## config.mk

```make
export PLATFORM = sky130hd
export DESIGN_NAME = pix_blend_rmw
export DESIGN_NICKNAME = d
export VERILOG_FILES = /design/src/rtl/pbr_pkg.sv /design/src/rtl/pbr_lane.sv /design/src/rtl/pbr_mixer.sv /design/src/rtl/pix_blend_rmw.sv
export SDC_FILE = /design/constraint.sdc
export NUM_CORES = 1
export LEC_CHECK = 0
export ABC_AREA = 0
export CAP_MARGIN = 40
export CORE_MARGIN = 2
export CORE_UTILIZATION = 25
export CTS_BUF_LIST = sky130_fd_sc_hd__clkbuf_8 sky130_fd_sc_hd__clkbuf_16
export CTS_CLUSTER_SIZE = 28
export DETAILED_ROUTE_END_ITERATION = 6
export SETUP_SLACK_MARGIN = 0.5
export SLEW_MARGIN = 20
export SYNTH_ARGS = -nofsm -noshare
export SYNTH_HDL_FRONTEND = slang
export SYNTH_SLANG_ARGS = --single-unit
```

## constraint.sdc

```tcl
create_clock -name clk -period 11.6 [get_ports clk]
set_clock_uncertainty 0.1 [all_clocks]
set_input_delay 1.74 -clock clk [delete_from_list [all_inputs] [get_ports clk]]
set_output_delay 1.74 -clock clk [all_outputs]
set_load 0.03 [all_outputs]
```

## src/rtl/pbr_pkg.sv

```systemverilog
package pbr_pkg;
    typedef enum logic [1:0] {
        ST_IDLE  = 2'd0,
        ST_READ  = 2'd1,
        ST_MIX   = 2'd2,
        ST_WRITE = 2'd3
    } pbr_state_e;
endpackage

```

## src/rtl/pbr_lane.sv

```systemverilog
module pbr_lane #(
    parameter int CH_W = 8,
    parameter int A_W  = 3
) (
    input  logic [A_W-1:0]  alpha,
    input  logic [CH_W-1:0] draw,
    input  logic [CH_W-1:0] orig,
    output logic [CH_W-1:0] mixed
);
    localparam int A_MAX  = (1 << A_W) - 1;
    localparam int SUM_W  = CH_W + A_W + 1;
    localparam int SHIFT  = CH_W + A_W + 3;
    localparam int PROD_W = SUM_W + SHIFT + 1;
    localparam int BIAS   = (A_MAX - 1) / 2;
    localparam int RECIP  = ((1 << SHIFT) + A_MAX - 1) / A_MAX;
    localparam logic [A_W-1:0] A_TOP = '1;

    logic [A_W-1:0]    inv_a;
    logic [SUM_W-1:0]  sum;
    logic [PROD_W-1:0] prod;

    always_comb begin
        inv_a = A_TOP - alpha;
        sum   = SUM_W'(alpha) * SUM_W'(draw)
              + SUM_W'(inv_a) * SUM_W'(orig)
              + SUM_W'(BIAS);
        prod  = PROD_W'(sum) * PROD_W'(RECIP);
        mixed = prod[SHIFT +: CH_W];
    end

    // a weighted mean never leaves the range spanned by its two inputs
    always_comb begin
        if (alpha != '0 && alpha != A_TOP) begin
            p_mix_bounded_r2: assert (
                (mixed >= ((draw < orig) ? draw : orig)) &&
                (mixed <= ((draw > orig) ? draw : orig)))
            else $error("mixed channel outside input range");
        end
    end
endmodule

```

## src/rtl/pbr_mixer.sv

```systemverilog
module pbr_mixer #(
    parameter int CH_W = 8,
    parameter int A_W  = 3,
    parameter int N_CH = 3
) (
    input  logic [A_W-1:0]       alpha,
    input  logic [N_CH*CH_W-1:0] draw,
    input  logic [N_CH*CH_W-1:0] orig,
    output logic [N_CH*CH_W-1:0] mixed
);
    for (genvar g = 0; g < N_CH; g++) begin : g_lane
        pbr_lane #(.CH_W(CH_W), .A_W(A_W)) u_lane (
            .alpha (alpha),
            .draw  (draw[g*CH_W +: CH_W]),
            .orig  (orig[g*CH_W +: CH_W]),
            .mixed (mixed[g*CH_W +: CH_W])
        );
    end
endmodule

```

## src/rtl/pix_blend_rmw.sv

```systemverilog
module pix_blend_rmw #(
    parameter int ADDR_W = 16,
    parameter int CH_W   = 8,
    parameter int A_W    = 3
) (
    input  logic                clk,
    input  logic                rst_n,
    input  logic                in_valid,
    output logic                in_ready,
    input  logic [ADDR_W-1:0]   in_addr,
    input  logic [3*CH_W-1:0]   in_color,
    input  logic [A_W-1:0]      in_alpha,
    output logic                mem_rd_en,
    output logic [ADDR_W-1:0]   mem_rd_addr,
    input  logic [3*CH_W-1:0]   mem_rd_data,
    output logic                mem_wr_en,
    output logic [ADDR_W-1:0]   mem_wr_addr,
    output logic [3*CH_W-1:0]   mem_wr_data
);
    import pbr_pkg::*;

    localparam int PIX_W = 3 * CH_W;
    localparam logic [A_W-1:0] A_TOP = '1;

    pbr_state_e        state, state_nx;
    logic [ADDR_W-1:0] addr_q;
    logic [PIX_W-1:0]  color_q;
    logic [A_W-1:0]    alpha_q;
    logic [PIX_W-1:0]  result_q;
    logic [PIX_W-1:0]  mix_out;
    logic              take;

    assign take = in_valid && in_ready;

    // next-state selection
    always_comb begin
        state_nx = state;
        unique case (state)
            ST_IDLE, ST_WRITE: begin
                if (!take || in_alpha == '0) state_nx = ST_IDLE;
                else if (in_alpha == A_TOP)  state_nx = ST_WRITE;
                else                         state_nx = ST_READ;
            end
            ST_READ: state_nx = ST_MIX;
            ST_MIX:  state_nx = ST_WRITE;
            default: state_nx = ST_IDLE;
        endcase
    end

    // state register
    always_ff @(posedge clk or negedge rst_n) begin
        if (!rst_n) state <= ST_IDLE;
        else        state <= state_nx;
    end

    // outputs
    always_comb begin
        in_ready    = 1'b0;
        mem_rd_en   = 1'b0;
        mem_wr_en   = 1'b0;
        unique case (state)
            ST_IDLE:  in_ready = 1'b1;
            ST_READ:  mem_rd_en = 1'b1;
            ST_MIX:   ;
            ST_WRITE: begin
                in_ready  = 1'b1;
                mem_wr_en = 1'b1;
            end
            default:  ;
        endcase
        mem_rd_addr = addr_q;
        mem_wr_addr = addr_q;
        mem_wr_data = result_q;
    end

    pbr_mixer #(.CH_W(CH_W), .A_W(A_W), .N_CH(3)) u_mix (
        .alpha (alpha_q),
        .draw  (color_q),
        .orig  (mem_rd_data),
        .mixed (mix_out)
    );

    // pixel and result registers
    always_ff @(posedge clk or negedge rst_n) begin
        if (!rst_n) begin
            addr_q   <= '0;
            color_q  <= '0;
            alpha_q  <= '0;
            result_q <= '0;
        end else begin
            if (take) begin
                addr_q  <= in_addr;
                color_q <= in_color;
                alpha_q <= in_alpha;
                if (in_alpha == A_TOP) result_q <= in_color;
            end
            if (state == ST_MIX) result_q <= mix_out;
        end
    end

    // never read and write in one cycle
    p_one_strobe_r8: assert property (@(posedge clk) disable iff (!rst_n)
        !(mem_rd_en && mem_wr_en));

    // read is followed two cycles later by a write to the same address
    p_read_then_write_r3: assert property (@(posedge clk) disable iff (!rst_n)
        mem_rd_en |-> ##2 (mem_wr_en && mem_wr_addr == $past(mem_rd_addr, 2)));

    // no pixel is taken while a read is outstanding
    p_stall_on_read_r6: assert property (@(posedge clk) disable iff (!rst_n)
        mem_rd_en |=> !in_ready);

    // opaque pixel written directly without a read
    p_opaque_direct_r4: assert property (@(posedge clk) disable iff (!rst_n)
        (take && in_alpha == A_TOP) |=>
            (mem_wr_en && !mem_rd_en && mem_wr_data == $past(in_color)
             && mem_wr_addr == $past(in_addr)));

    // transparent pixel touches no memory
    p_clear_dropped_r5: assert property (@(posedge clk) disable iff (!rst_n)
        (take && in_alpha == '0) |=> (!mem_rd_en && !mem_wr_en));
endmodule

```

Yosys cells after proc, flatten, opt, wreduce, memory -nomap -nowiden
Cells that the tools add are included.
{ "word_totals": {"reg_bits": 69, "elab_cells": 43} }
{ "op_classes": {"n_addsub": 7, "n_mul": 9, "n_eq_ne": 4, "muxes": 9, "reduce_logical": 9} }
{ "ops": {"columns": ["cell", "count"], "rows": [
  ["24-bit two-way mux", 3],
  ["12-bit by 12-bit multiplier with 22-bit output (second input constant)", 3],
  ["3-bit by 8-bit multiplier with 11-bit output", 6],
  ["11-bit by 11-bit adder with 12-bit output", 3],
  ["12-bit by 2-bit adder with 12-bit output (second input constant)", 3],
  ["2-bit one-hot mux with 3 select lines", 1],
  ["2-bit == test (second input constant)", 2],
  ["2-bit two-way mux", 2],
  ["2-bit nonzero test", 2],
  ["3-bit == test (second input constant)", 1],
  ["3-bit logical NOT", 1],
  ["1-bit two-way mux", 3],
  ["3-bit subtractor (first input constant)", 1],
  ["2-bit by 1-bit == test with 1-bit output (second input constant)", 1],
  ["2-bit logical NOT", 1],
  ["2-bit AND reduction", 1],
  ["2-bit OR reduction", 1],
  ["1-bit logical AND", 1],
  ["1-bit logical NOT", 1],
  ["1-bit logical OR", 1]
]} }

Longest topological paths before layout
{ "depth": {"ltp_word": 8, "ltp_mapped": 31} }

Hierarchy
A second synthesis with hierarchy kept.
{ "hier_totals": {"cells_unflattened": 1237, "hier_area_um2": 12562.0} }
{ "modules_own_cells": {"columns": ["module", "n_inst", "cells_each", "area_each_um2", "seq_area_each_um2"], "rows": [
  ["pbr_lane (u_mix.g_lane[2].u_lane)", 1, 348, 3248.1, 0.0],
  ["pbr_lane (u_mix.g_lane[1].u_lane)", 1, 346, 3144.3, 0.0],
  ["pbr_lane (u_mix.g_lane[0].u_lane)", 1, 342, 3134.3, 0.0],
  ["pix_blend_rmw", 1, 201, 3035.4, 1726.7]
]} }

Worst setup path after synthesis
No wires, ideal clock.
{ "synth_path": {"kind": "in2reg", "from": "input mem_rd_data[1]", "to": "register result_q[1] (netlist: mem_wr_data[1])", "setup_ns": 0.120, "t_arrival_ns": 8.309, "required_ns": 11.380, "path_slack_ns": 3.070, "stages": 27, "n_path_buf": 0, "path_cell_list": "nor2b_1 > fa_1 > fa_1 > inv_1 > fa_1 > inv_1 > ha_1 > a21o_1 > a21oi_1 > o21bai_1 > a2111oi_0 > nor3_1 > o21ai_0 > nand2b_1 > ha_1 > ha_1 > fa_1 > inv_1 > fa_1 > inv_1 > ha_1 > a21oi_1 > nand2_1 > o211ai_1 > a21oi_1 > or3_1 > a31o_2"} }
{ "synth_between": {"elab_chain_len": 5} }
{ "synth_rtl": {"columns": ["element", "line", "text"], "rows": [
  ["start, declared", "pix_blend_rmw.sv:15", "input logic [3*CH_W-1:0] mem_rd_data,"],
  ["3-bit by 8-bit multiplier with 11-bit output", "pbr_lane.sv:25", "+ SUM_W'(inv_a) * SUM_W'(orig)"],
  ["11-bit by 11-bit adder with 12-bit output", "pbr_lane.sv:25", null],
  ["12-bit by 2-bit adder with 12-bit output", "pbr_lane.sv:26", "+ SUM_W'(BIAS);"],
  ["12-bit by 12-bit multiplier with 22-bit output", "pbr_lane.sv:27", "prod = PROD_W'(sum) * PROD_W'(RECIP);"],
  ["24-bit two-way mux", "pix_blend_rmw.sv:97", "if (state == ST_MIX) result_q <= mix_out;"],
  ["end signal, assigned", "pix_blend_rmw.sv:95", "if (in_alpha == A_TOP) result_q <= in_color;"],
  ["end signal, assigned", "pix_blend_rmw.sv:97", null],
  ["end, declared", "pix_blend_rmw.sv:29", "logic [PIX_W-1:0] result_q;"]
]} }
Every way passes these cells.
A chain may end at the register's enable or synchronous reset.

Worst setup path after layout
{ "layout_path": {"from": "input mem_rd_data[9]", "to": "register result_q[14] (netlist: mem_wr_data[14])"} }
The elaborated chain is that of the path after synthesis.

==> reports/qor.txt <==
status: completed
asr flop ratio synth: 100%
CP Class: input pin to flip-flop
clk_lat worst skew: 0.35 ns
Setup Viol. Count Final: 0
Via density: 4.36
delay of the slowest critical-path stage: 0.54 ns
DP Wirelength: 24600 um
worst min path class: flip-flop to flip-flop
cell repeated most along the worst path: fa_1
Seq/Total Area, Yosys: 13.8%
Final ANT Viol Nets: 0
DRC: 0
Final GP Congestion: 0.843
maximum fanout along the worst path: 3
Ports: 129
final hold violation count: 0
Initial Util: 25.2%
total gr overflow: 0
FF-to-FF setup slack: 3.39 ns
first-pass GRT wire length: 51200 um
cells after synthesis: 1299
vias in the first global route: 9934
pin count of the biggest net entering global routing: 50
area of the core: 49900 sq um
Die Ht: 228 um
WL final: 29800 um
Post-CTS Hold Buffers: 0
Top FF cell, synth: dfrtp_1
clock-pin slew on the worst setup and hold paths: 0.07 ns
Slew Limit Fails: 0
worst rel slew slack: 49.7%
Slew @ Worst Pin: 0.750 ns
DR vias: 9075
Final Cycle Share: 79.3%
CTS sink count: 69
total track usage: 12.1%
row cnt: 82
FF+latch count, synth: 69
Root Driver: clkbuf_16
cts repair resizes: 0
initial DRC count: 371
Clock Path Buffers: 2
IO Port Bufs: 128
min Tclk post-route: 9.20 ns
share of the synthesized area in the top cell type: 23.3%
CTS tree: yes
CTS Buf Count: 9
Post-CTS Setup Bufs: 0
top post-synthesis cells by area: fa_1 23%, ha_1 22%, dfrtp_1 14%
cell taking the most area after synthesis: fa_1
Area Growth Syn to Fin: 18.3%
share of cells above drive strength 1: 6.32%
final setup TNS: 0 ns
FMAX: 109 MHz
initial antenna violation count: 0
Critical Path Slowest Stage Cell: fa_1
Critical Path Source Type: input pin
# nets final: 1843
Arr. time, crit path: 9.32 ns
Max-cap violations: 0
number of synthesized flops with an enable pin: 0
Die ar.: 52000 sq um
Worst Setup End Kind: flip-flop
post-synth cell types: 64
H-Tree Level Count: 3
die width: 228 um
unrepaired setup endpoints after global routing: false
syn_area_per_cell: 9.66 sq um
Critical Path RT: 11.72 ns
Netlist Area Pre-Place: 12600 sq um
Yosys Warn Count: 0
total iterations of the first detailed-routing run: 5
routed length per instance: 14.3 um
-- per-stage QoR --
stage / instance area, sq um / utilization (%) / instances / hold WS (ns) / setup slack [ns]
2_1_floorplan: 12600 / - / 1301 / 0.399 / 3.07
3_3_place_gp: 14500 / 29.1 / 2064 / 0.391 / 2.17
3_5_place_dp: 14500 / 29.1 / 2065 / 0.404 / 2.07
4_1_cts: 14800 / 29.8 / 2081 / 0.418 / 2.42
5_1_grt: 14800 / 29.8 / 2081 / 0.445 / 1.78
6_report: 14800 / 29.8 / 2082 / 0.412 / 2.40
-- state kept, by name (all words and copies together) (netlist names) --
signal,count
color_q,24
mem_wr_data,24
mem_rd_addr,16
alpha_q,3
state,2
-- layer usage --
layer	vias up	track usage, %	part of all wire, %
met2	187	19.7	45
met1	4465	16.6	48
met3	23	2.94	6.2
met5	-	0	0
met4	0	2.08	1.1
li1	4400	-	-
-- placed cells by master, fill, tap and decap left out, types with 3 or more instances in the layout --
cell,n
conb_1,3
a41oi_1,4
and3_1,3
nor3_1,9
clkdlybuf4s50_1,127
a21o_1,23
nor2_1,33
inv_1,260
clkbuf_16,9
mux2i_1,18
fa_1,146
buf_4,7
nor2b_1,73
and2_1,78
and2b_2,3
a31oi_1,5
o21bai_1,5
o21ai_0,26
nand2b_1,18
a211oi_1,15
nand2_1,25
xor2_1,28
a21oi_1,47
mux2_2,46
ha_1,222
or3_1,3
xnor2_1,33
dfrtp_1,69
nand4_1,5
nand3_1,13
-- critical path: cells and delay by family --
| kind | cells | cell delay (ns) |
|---|---|---|
| adders and majority gates | 9 | 3.61 |
| AOI/OAI and AO/OA | 11 | 2.62 |
| buffers and inverters | 5 | 0.74 |
| and+or+nand+nor | 3 | 0.43 |
| xor gates and xnor gates | 1 | 0.18 |
-- path summary, 6_finish.rpt --
path | start | end | cells past startpoint
worst min register to register | alpha_q[1] | alpha_q[1] | 1
min in group asynchronous | rst_n | color_q[0] | 1
worst max register to register | alpha_q[2] | mem_wr_data[14] | 29
worst max-delay path | mem_rd_data[9] | mem_wr_data[14] | 29
max in group asynchronous | rst_n | color_q[18] | 2
worst min-delay path | alpha_q[1] | alpha_q[1] | 1
-- cells by family after synthesis --
kind of cell / share of synthesized area, %
other: 0.0299
adders and majority gates: 45.5
and+or+nand+nor: 12.5
AOI/OAI and AO/OA: 8.30
buffers and inverters: 9.65
xor gates and xnor gates: 4.62
DFF: 13.8
muxes: 5.68
-- synthesized netlist by cell type, types with 2 or more instances --
library cell / count
a211oi_1: 15
inv_1: 260
a211o_1: 2
a221o_1: 2
nand2b_1: 18
xnor3_1: 2
o22ai_1: 2
o21a_1: 2
nor2b_1: 73
nor4_1: 2
a21oi_1: 47
or3_1: 3
o41ai_2: 2
buf_2: 2
nand2_1: 26
buf_4: 16
mux2i_1: 18
xor2_1: 28
dfrtp_1: 69
and2_1: 78
o21ai_0: 26
and3_1: 3
clkbuf_1: 24
nand3_1: 13
nor3_1: 9
ha_1: 223
fa_1: 146
nand4_1: 5
a31oi_1: 5
xnor2_1: 33
and2b_2: 3
a21o_1: 23
mux2_2: 46
o211ai_1: 2
nor4b_1: 2
o21bai_1: 5
nor2_1: 34
a41oi_1: 4
-- cell type report --
| cell class | instances | area [sq um] |
|---|---|---|
| Clock inverter | 6 | 71.3 |
| Clock buffer | 10 | 239 |
| Multi-Input combinational cell | 928 | 9630 |
| Inverter | 261 | 980 |
| Timing Repair Buffer | 135 | 1350 |
| Antenna cell | 1 | 2.50 |
| Tap cell | 672 | 841 |
| Sequential cell | 69 | 1730 |
| Fill cell | 5285 | 35000 |
Power is left out: the tool's default activity adds up to more than one toggle a clock period on the data nets, which glitch-free logic cannot reach.
